<file path="src/rtl/cfgimg_pkg.sv">
package cfgimg_pkg;
    localparam int ADDR_W = 8;
    localparam int DATA_W = 32;
    localparam int KEY_W  = 8;

    localparam logic [ADDR_W-1:0] OFS_ID      = 8'h00;
    localparam logic [ADDR_W-1:0] OFS_CMDSTAT = 8'h04;
    localparam logic [ADDR_W-1:0] OFS_CLASS   = 8'h08;
    localparam logic [ADDR_W-1:0] OFS_MISC    = 8'h0C;
    localparam logic [ADDR_W-1:0] OFS_BAR0    = 8'h10;
    localparam logic [ADDR_W-1:0] OFS_BAR1    = 8'h14;
    localparam logic [ADDR_W-1:0] OFS_SUBSYS  = 8'h18;
    localparam logic [ADDR_W-1:0] OFS_LATGNT  = 8'h1C;
    localparam logic [ADDR_W-1:0] OFS_SETUP   = 8'h20;
    localparam logic [ADDR_W-1:0] OFS_UNLOCK  = 8'h24;

    localparam logic [KEY_W-1:0] UNLOCK_KEY = 8'hCA;

    localparam int NUM_GRP    = 2;
    localparam int GRP_SETUP  = 0;
    localparam int GRP_SUBSYS = 1;

    typedef enum logic {KL_LOCKED, KL_OPEN} kl_state_e;
    typedef enum logic {ST_IDLE, ST_SETTLE} st_state_e;
endpackage

</file>
<file path="src/rtl/cfgimg_keylock.sv">
module cfgimg_keylock
    import cfgimg_pkg::*;
#(
    parameter int               KW  = KEY_W,
    parameter logic [KW-1:0]    KEY = UNLOCK_KEY
) (
    input  logic          clk,
    input  logic          rst_n,
    input  logic          key_wr,
    input  logic [KW-1:0] key_val,
    input  logic          relock,
    output logic          is_open
);
    kl_state_e state_q, state_d;

    always_comb begin
        state_d = state_q;
        unique case (state_q)
            KL_LOCKED: if (key_wr && key_val == KEY) state_d = KL_OPEN;
            KL_OPEN: begin
                if (key_wr && key_val != KEY) state_d = KL_LOCKED;
                else if (relock)              state_d = KL_LOCKED;
            end
            default: state_d = KL_LOCKED;
        endcase
    end

    always_ff @(posedge clk or negedge rst_n) begin
        if (!rst_n) state_q <= KL_LOCKED;
        else        state_q <= state_d;
    end

    always_comb begin
        is_open = (state_q == KL_OPEN);
    end
endmodule

</file>
<file path="src/rtl/cfgimg_settle.sv">
module cfgimg_settle
    import cfgimg_pkg::*;
#(
    parameter int CYC = 10
) (
    input  logic clk,
    input  logic rst_n,
    input  logic start,
    output logic busy
);
    localparam int CNT_W = (CYC > 1) ? $clog2(CYC) : 1;
    localparam logic [CNT_W-1:0] CNT_LOAD = CNT_W'(CYC - 1);

    st_state_e        state_q, state_d;
    logic [CNT_W-1:0] cnt_q, cnt_d;

    always_comb begin
        state_d = state_q;
        cnt_d   = cnt_q;
        unique case (state_q)
            ST_IDLE: begin
                if (start) begin
                    state_d = ST_SETTLE;
                    cnt_d   = CNT_LOAD;
                end
            end
            ST_SETTLE: begin
                if (start) begin
                    cnt_d = CNT_LOAD;
                end else if (cnt_q == '0) begin
                    state_d = ST_IDLE;
                end else begin
                    cnt_d = cnt_q - 1'b1;
                end
            end
            default: state_d = ST_IDLE;
        endcase
    end

    always_ff @(posedge clk or negedge rst_n) begin
        if (!rst_n) begin
            state_q <= ST_IDLE;
            cnt_q   <= '0;
        end else begin
            state_q <= state_d;
            cnt_q   <= cnt_d;
        end
    end

    always_comb begin
        busy = (state_q == ST_SETTLE);
    end
endmodule

</file>
<file path="src/rtl/cfgimg_top.sv">
module cfgimg_top
    import cfgimg_pkg::*;
#(
    parameter logic [31:0] DEVICE_VENDOR = 32'h5405_1131,
    parameter logic [15:0] STATUS_VAL    = 16'h0290,
    parameter logic [23:0] CLASS_RST     = 24'h04_8000,
    parameter logic [7:0]  REV_ID        = 8'h01,
    parameter logic [31:0] BAR1_RST      = 32'h1BE0_0000,
    parameter int          BAR0_LSB      = 21,
    parameter int          BAR1_LSB      = 4,
    parameter int          SETTLE_CYC    = 10
) (
    input  logic              clk,
    input  logic              rst_n,
    input  logic [ADDR_W-1:0] addr,
    input  logic              wr_en,
    input  logic [DATA_W-1:0] wr_data,
    input  logic              rd_en,
    output logic [DATA_W-1:0] rd_data,
    output logic [DATA_W-1:0] dram_base,
    output logic [DATA_W-1:0] mmio_base,
    output logic              base_settling
);
    localparam int BAR0_W = DATA_W - BAR0_LSB;
    localparam int BAR1_W = DATA_W - BAR1_LSB;
    localparam int RSV0_W = BAR0_LSB - 4;

    logic wr_cmd, wr_class, wr_misc, wr_bar0, wr_bar1;
    logic wr_subsys, wr_latgnt, wr_setup, wr_unlock;

    always_comb begin
        wr_cmd    = wr_en && (addr == OFS_CMDSTAT);
        wr_class  = wr_en && (addr == OFS_CLASS);
        wr_misc   = wr_en && (addr == OFS_MISC);
        wr_bar0   = wr_en && (addr == OFS_BAR0);
        wr_bar1   = wr_en && (addr == OFS_BAR1);
        wr_subsys = wr_en && (addr == OFS_SUBSYS);
        wr_latgnt = wr_en && (addr == OFS_LATGNT);
        wr_setup  = wr_en && (addr == OFS_SETUP);
        wr_unlock = wr_en && (addr == OFS_UNLOCK);
    end

    logic [NUM_GRP-1:0] grp_open;
    logic [NUM_GRP-1:0] grp_relock;

    always_comb begin
        grp_relock             = '0;
        grp_relock[GRP_SETUP]  = wr_setup;
        grp_relock[GRP_SUBSYS] = wr_subsys;
    end

    for (genvar g = 0; g < NUM_GRP; g++) begin : g_grp
        cfgimg_keylock #(.KW(KEY_W), .KEY(UNLOCK_KEY)) u_keylock (
            .clk     (clk),
            .rst_n   (rst_n),
            .key_wr  (wr_unlock),
            .key_val (wr_data[g*KEY_W +: KEY_W]),
            .relock  (grp_relock[g]),
            .is_open (grp_open[g])
        );
    end

    logic [1:0]        setup_q;
    logic [15:0]       cmd_q;
    logic [7:0]        lat_q;
    logic [7:0]        cls_q;
    logic [BAR0_W-1:0] bar0_q;
    logic [BAR1_W-1:0] bar1_q;
    logic [23:0]       class_q;
    logic              class_done;
    logic [31:0]       subsys_q;
    logic [15:0]       latgnt_q;
    logic              mgmt_en;
    logic              prefetch;
    logic              bar_wr_ok;

    always_comb begin
        mgmt_en   = setup_q[1];
        prefetch  = setup_q[0];
        bar_wr_ok = mgmt_en && (wr_bar0 || wr_bar1);
    end

    always_ff @(posedge clk or negedge rst_n) begin
        if (!rst_n) begin
            setup_q    <= '0;
            cmd_q      <= '0;
            lat_q      <= '0;
            cls_q      <= '0;
            bar0_q     <= '0;
            bar1_q     <= BAR1_RST[DATA_W-1:BAR1_LSB];
            class_q    <= CLASS_RST;
            class_done <= 1'b0;
            subsys_q   <= '0;
            latgnt_q   <= '0;
        end else begin
            if (wr_setup && grp_open[GRP_SETUP]) setup_q <= wr_data[1:0];
            if (wr_latgnt && grp_open[GRP_SETUP]) latgnt_q <= wr_data[15:0];
            if (wr_class && grp_open[GRP_SETUP] && !class_done) begin
                class_q    <= wr_data[31:8];
                class_done <= 1'b1;
            end
            if (wr_subsys && grp_open[GRP_SUBSYS]) subsys_q <= wr_data;
            if (mgmt_en) begin
                if (wr_cmd) cmd_q <= wr_data[15:0];
                if (wr_misc) begin
                    lat_q <= wr_data[15:8];
                    cls_q <= wr_data[7:0];
                end
                if (wr_bar0) bar0_q <= wr_data[DATA_W-1:BAR0_LSB];
                if (wr_bar1) bar1_q <= wr_data[DATA_W-1:BAR1_LSB];
            end
        end
    end

    cfgimg_settle #(.CYC(SETTLE_CYC)) u_settle (
        .clk   (clk),
        .rst_n (rst_n),
        .start (bar_wr_ok),
        .busy  (base_settling)
    );

    always_comb begin
        dram_base = {bar0_q, {BAR0_LSB{1'b0}}};
        mmio_base = {bar1_q, {BAR1_LSB{1'b0}}};
    end

    logic [DATA_W-1:0] rd_mux;

    always_comb begin
        unique case (addr)
            OFS_ID:      rd_mux = DEVICE_VENDOR;
            OFS_CMDSTAT: rd_mux = {STATUS_VAL, cmd_q};
            OFS_CLASS:   rd_mux = {class_q, REV_ID};
            OFS_MISC:    rd_mux = {16'h0000, lat_q, cls_q};
            OFS_BAR0:    rd_mux = {bar0_q, {RSV0_W{1'b0}}, prefetch, 3'b000};
            OFS_BAR1:    rd_mux = {bar1_q, {BAR1_LSB{1'b0}}};
            OFS_SUBSYS:  rd_mux = subsys_q;
            OFS_LATGNT:  rd_mux = {16'h0000, latgnt_q};
            OFS_SETUP:   rd_mux = {30'd0, setup_q};
            default:     rd_mux = '0;
        endcase
    end

    always_ff @(posedge clk or negedge rst_n) begin
        if (!rst_n)     rd_data <= '0;
        else if (rd_en) rd_data <= rd_mux;
    end
endmodule

</file>
<file path="config.mk">
export PLATFORM = sky130hd
export DESIGN_NAME = cfgimg_top
export DESIGN_NICKNAME = d
export VERILOG_FILES = /design/src/rtl/cfgimg_pkg.sv /design/src/rtl/cfgimg_keylock.sv /design/src/rtl/cfgimg_settle.sv /design/src/rtl/cfgimg_top.sv
export SDC_FILE = /design/constraint.sdc
export NUM_CORES = 1
export LEC_CHECK = 0
export CAP_MARGIN = 20
export CORE_MARGIN = 2
export CORE_UTILIZATION = 40
export DETAILED_ROUTE_END_ITERATION = 16
export HOLD_SLACK_MARGIN = 0.06
export PLACE_DENSITY = 0.65
export SLEW_MARGIN = 20
export SYNTH_ARGS = -nofsm -noshare
export SYNTH_HDL_FRONTEND = slang
export SYNTH_HIERARCHICAL = 1
export SYNTH_SLANG_ARGS = --single-unit
</file>
<file path="constraint.sdc">
create_clock -name clk -period 1.8 [get_ports clk]
set_clock_uncertainty 0.1 [all_clocks]
set_input_delay 0.45 -clock clk [delete_from_list [all_inputs] [get_ports clk]]
set_output_delay 0.45 -clock clk [all_outputs]
set_load 0.02 [all_outputs]
</file>
==> run_results.csv <==
group,metric,value,unit
power_and_ir_drop,total_power,8560,uW
timing,post-route-period-util,101,%
global_routing,overflow,0,
cells_and_area,final_cells,1151,
floorplan,die_y,150,um
clock_tree,clk_pin_slew,0.07,ns
setup_path,cpPeakStageDelay,0.43,ns
floorplan,ioPinCount,141,
floorplan,core,21000,sq um
setup_path,cp-endpoint,"lat_q[3]",
cells_and_area,nets,908,
global_routing,grt_pass1_wl,38500,um
timing,rsz0062_at_grt,"true",
global_routing,grt_pass1_vias,6785,
setup_path,crit_buf_inv,5,
setup_path,crit_slowest_cell,"or3_4",
timing,fmax,0.550,GHz
run,timing.max_cap.violations,0,
timing,layout_setup_ws,-0.0183,ns
setup_path,crit_path_start_kind,"input port",
power_and_ir_drop,ir_worst_vdd,0.606,mV
timing,finalMaxSlewViolations,0,
setup_path,crit_arrival,2.04,ns
setup_path,path_cells,"buf_8 -> or3_4 -> buf_6 -> buf_6 -> nor4_4 -> buf_4 -> clkbuf_16 -> mux2_4",
cells_and_area,drive_gt1_share,39.6,%
run_status,violations,"negative setup slack",
setup_path,crit_path_end_kind,"register",
worst_hold_path,hp-class,"in2async",
placement,dpl_cell_area,10600,sq um
cells_and_area,nFillCells,1773,
logic_synthesis,async_flop_share,100,%
setup_path,crit_path_max_fanout,8,
placement,hpwlAfterDp,16900,um
cells_and_area,syn2layout_area_growth,37.1,%
clock_tree,cts-buffers-inserted,17,
logic_synthesis,synth_cell_type_count,59,
setup_path,worstSetupPathDepth,8,
logic_synthesis,synth_top_family_by_area,"multiplexers",
setup_path,reg2reg_depth,5,
detailed_routing,ant_nets,0,
cells_and_area,antenna_cells,0,
setup_path,worstReg2RegStart,"setup_q[1]",
logic_synthesis,netlist_instances,661,
logic_synthesis,synth_edf_count,0,
timing,setup_viol,8,
detailed_routing,post-route-drc-count,0,
global_routing,grt_antenna_before_repair,0,
placement,place_congestion,0.870,
power_and_ir_drop,p_leak,0.00574,uW
logic_synthesis,syn_avg_cell_area,12.9,sq um
setup_path,cp-startpoint,"addr[6]",
setup_path,path_class,"in2reg",
floorplan,initial_utilization,40.6,%
logic_synthesis,synthMuxAreaShare,23.0,%
floorplan,die_x,150,um
detailed_routing,num_vias,6336,
placement,port_buffers,115,
run_status,status,"finished, violations left",
setup_path,required,2.02,ns
logic_synthesis,synth_xor_area_share,0,%
logic_synthesis,yosysWarnings,6,
detailed_routing,vias_per_cell,5.50,
global_routing,grt_usage,22.7,%
logic_synthesis,yosysSeqAreaShare,54.5,%
cells_and_area,fin_area,11700,sq um
logic_synthesis,synth-simple-area-share,6.57,%
clock_tree,htreeDepth,4,
timing,holdWs,0.348,ns
clock_tree,cts.sinks,185,
clock_tree,clk_latency,0.43,ns
placement,dp_cells,1098,
logic_synthesis,synth_flop_cell,"dfrtp_1",
setup_path,rrSetupSlack,0.06,ns
setup_path,critPathMostFrequentCell,"buf_6",
detailed_routing,wirelength,24600,um
clock_tree,root_buffer,"clkbuf_16",
floorplan,row_count,53,
detailed_routing,dr.pass1.iters,5,
floorplan,die_area,22500,sq um
clock_tree,cts_buffer_depth,2,
detailed_routing,wl_per_cell,21.4,um
timing,hold_viol,0,
global_routing,grt_max_degree,53,
clock_tree,cts_tree,"yes",
logic_synthesis,synth_compound_area_share,10.6,%
setup_path,critPathTopFamily,"buffers and inverters",
detailed_routing,dr.first_iter.drc_count,386,
logic_synthesis,ys_ff_latch,185,
logic_synthesis,synth_fa_ha_area_share,0.147,%
logic_synthesis,syn_area,8510,sq um
timing,period_minus_slack,1.82,ns
power_and_ir_drop,p_per_area,733,nW/um^2
setup_path,reg2reg_to,"lat_q[3]",
## Yosys cell counts, types with 2 or more instances
cell type,count,area [sq um]
nor3_2,2,20.0
a21oi_1,21,105
o32ai_1,3,26.3
a2bb2oi_1,3,26.3
buf_2,7,35.0
a32oi_1,5,43.8
nand4_1,3,18.8
o22ai_1,7,43.8
mux2_1,13,146
buf_4,31,233
a22oi_1,12,90.1
o211ai_1,3,22.5
nand3_1,8,40.0
dfrtp_1,176,4400
or4b_1,2,20.0
nor3_1,6,30.0
o2bb2ai_1,21,184
clkbuf_1,21,78.8
mux2i_1,27,270
mux2_2,137,1540
nor2b_1,3,18.8
and4bb_2,2,25.0
dfstp_2,9,236
o221ai_1,2,17.5
and3_1,5,31.3
a221oi_1,11,96.3
and2_1,3,18.8
buf_1,4,15.0
inv_1,12,45.0
or3_1,2,12.5
nand2_1,29,109
a22o_1,15,131
o21ai_0,15,75.1
nor2_1,16,60.1
## layer usage
| metal | up-vias | wire (um) | global-route usage, % |
|---|---|---|---|
| met2 | 248 | 11700 | 37.0 |
| met3 | 33 | 1570 | 5.24 |
| met4 | 0 | 461 | 6.75 |
| met1 | 3245 | 10900 | 30.3 |
| met5 | - | 0 | 0 |
| li1 | 2810 | - | - |
## worst register-to-register path, delay by kind of cell, from the launching register on
| kind | cells | cell delay (ns) |
|---|---|---|
| multiplexers | 1 | 0.31 |
| flip-flops | 1 | 0.45 |
| buffers and inverters | 2 | 0.36 |
| AND/OR/NAND/NOR | 2 | 0.42 |
## worst min-delay path by stage
stage                from     endpoint  slack [ns]  cells after the start
floorplan           rst_n    bar0_q[0]        0.05                      0
detailed placement  rst_n    bar0_q[9]        0.24                      1
global placement    rst_n  rd_data[26]        0.24                      1
finish              rst_n    bar0_q[5]        0.35                      2
CTS                 rst_n    bar0_q[5]        0.35                      2
global route        rst_n    bar0_q[5]        0.36                      2
## cells by family after synthesis
| logic type | Yosys count |
|---|---|
| adders and majority gates | 1 |
| DFF | 185 |
| AOI/OAI and AO/OA | 123 |
| buffers and inverters | 78 |
| muxes | 177 |
| and+or+nand+nor | 96 |
| other | 1 |
## layout by cell type, fill, tap and decap left out, types with 5 or more instances in the layout
cell type	instances
a22oi_1	12
a21oi_1	21
o21ai_0	13
a22o_1	15
nand2_1	28
o22ai_1	7
clkdlybuf4s50_1	33
o2bb2ai_1	21
conb_1	25
buf_6	17
buf_12	11
dfrtp_1	175
buf_2	10
a221oi_1	9
nand3_1	6
mux2_4	61
mux2i_1	27
mux2_2	85
clkbuf_16	18
a32oi_1	5
buf_4	79
dfstp_2	9
inv_1	11
dlygate4sd2_1	65
nor2_1	13
## area by class of cell
| class | instances | area [sq um] | area share, % |
|---|---|---|---|
| Sequential cell | 185 | 4640 | 39.8 |
| Multi-Input combinational cell | 422 | 3920 | 33.5 |
| Timing Repair Buffer | 225 | 2140 | 18.3 |
| Clock buffer | 20 | 447 | 3.83 |
| Tap cell | 275 | 344 | 2.95 |
| Clock inverter | 12 | 141 | 1.21 |
| Inverter | 12 | 47.5 | 0.407 |
## metrics by stage
stage | utilization [%] | setup TNS (ns) | setup WS (ns)
3_3_place_gp | 50.8 | -147.91 | -0.899
5_1_grt | 55.7 | -0.262 | -0.0232
6_report | 55.7 | -0.110 | -0.0183
3_5_place_dp | 50.8 | -154.44 | -0.955
4_1_cts | 54.9 | -0.288 | -0.0376
2_1_floorplan | - | -57.94 | -0.529
## report_power, final
| group | switching (uW) | leakage (uW) | total (uW) | internal (uW) |
|---|---|---|---|---|
| Sequential | 8.61 | 0.00252 | 4180 | 4170 |
| Combinational | 391 | 0.00294 | 636 | 245 |
| Clock | 1640 | 0.000282 | 3740 | 2100 |
## repair_timing
| action | in CTS | in global routing |
|---|---|---|
| gates cloned | 5 | 0 |
| buffers inserted | 12 | 5 |
| setup endpoints to repair | 257 | 130 |
| hold buffers | 1 | 0 |
| gates resized for setup | 166 | 48 |
| pin swaps | 9 | 11 |
| hold endpoints to repair | 23 | 0 |
## flip-flops by register name, indices dropped and copies added (netlist names)
| signal | count |
|---|---|
| cls_q | 8 |
| u_settle/cnt_q | 4 |
| latgnt_q | 16 |
| setup_q | 2 |
| class_q | 24 |
| lat_q | 8 |
| cmd_q | 16 |
| g_grp.u_keylock/is_open | 2 |
| bar0_q | 11 |
| u_settle/busy | 1 |
| subsys_q | 32 |
| class_done | 1 |
| bar1_q | 28 |
| rd_data | 32 |
Power figures use the tool's default switching activity.
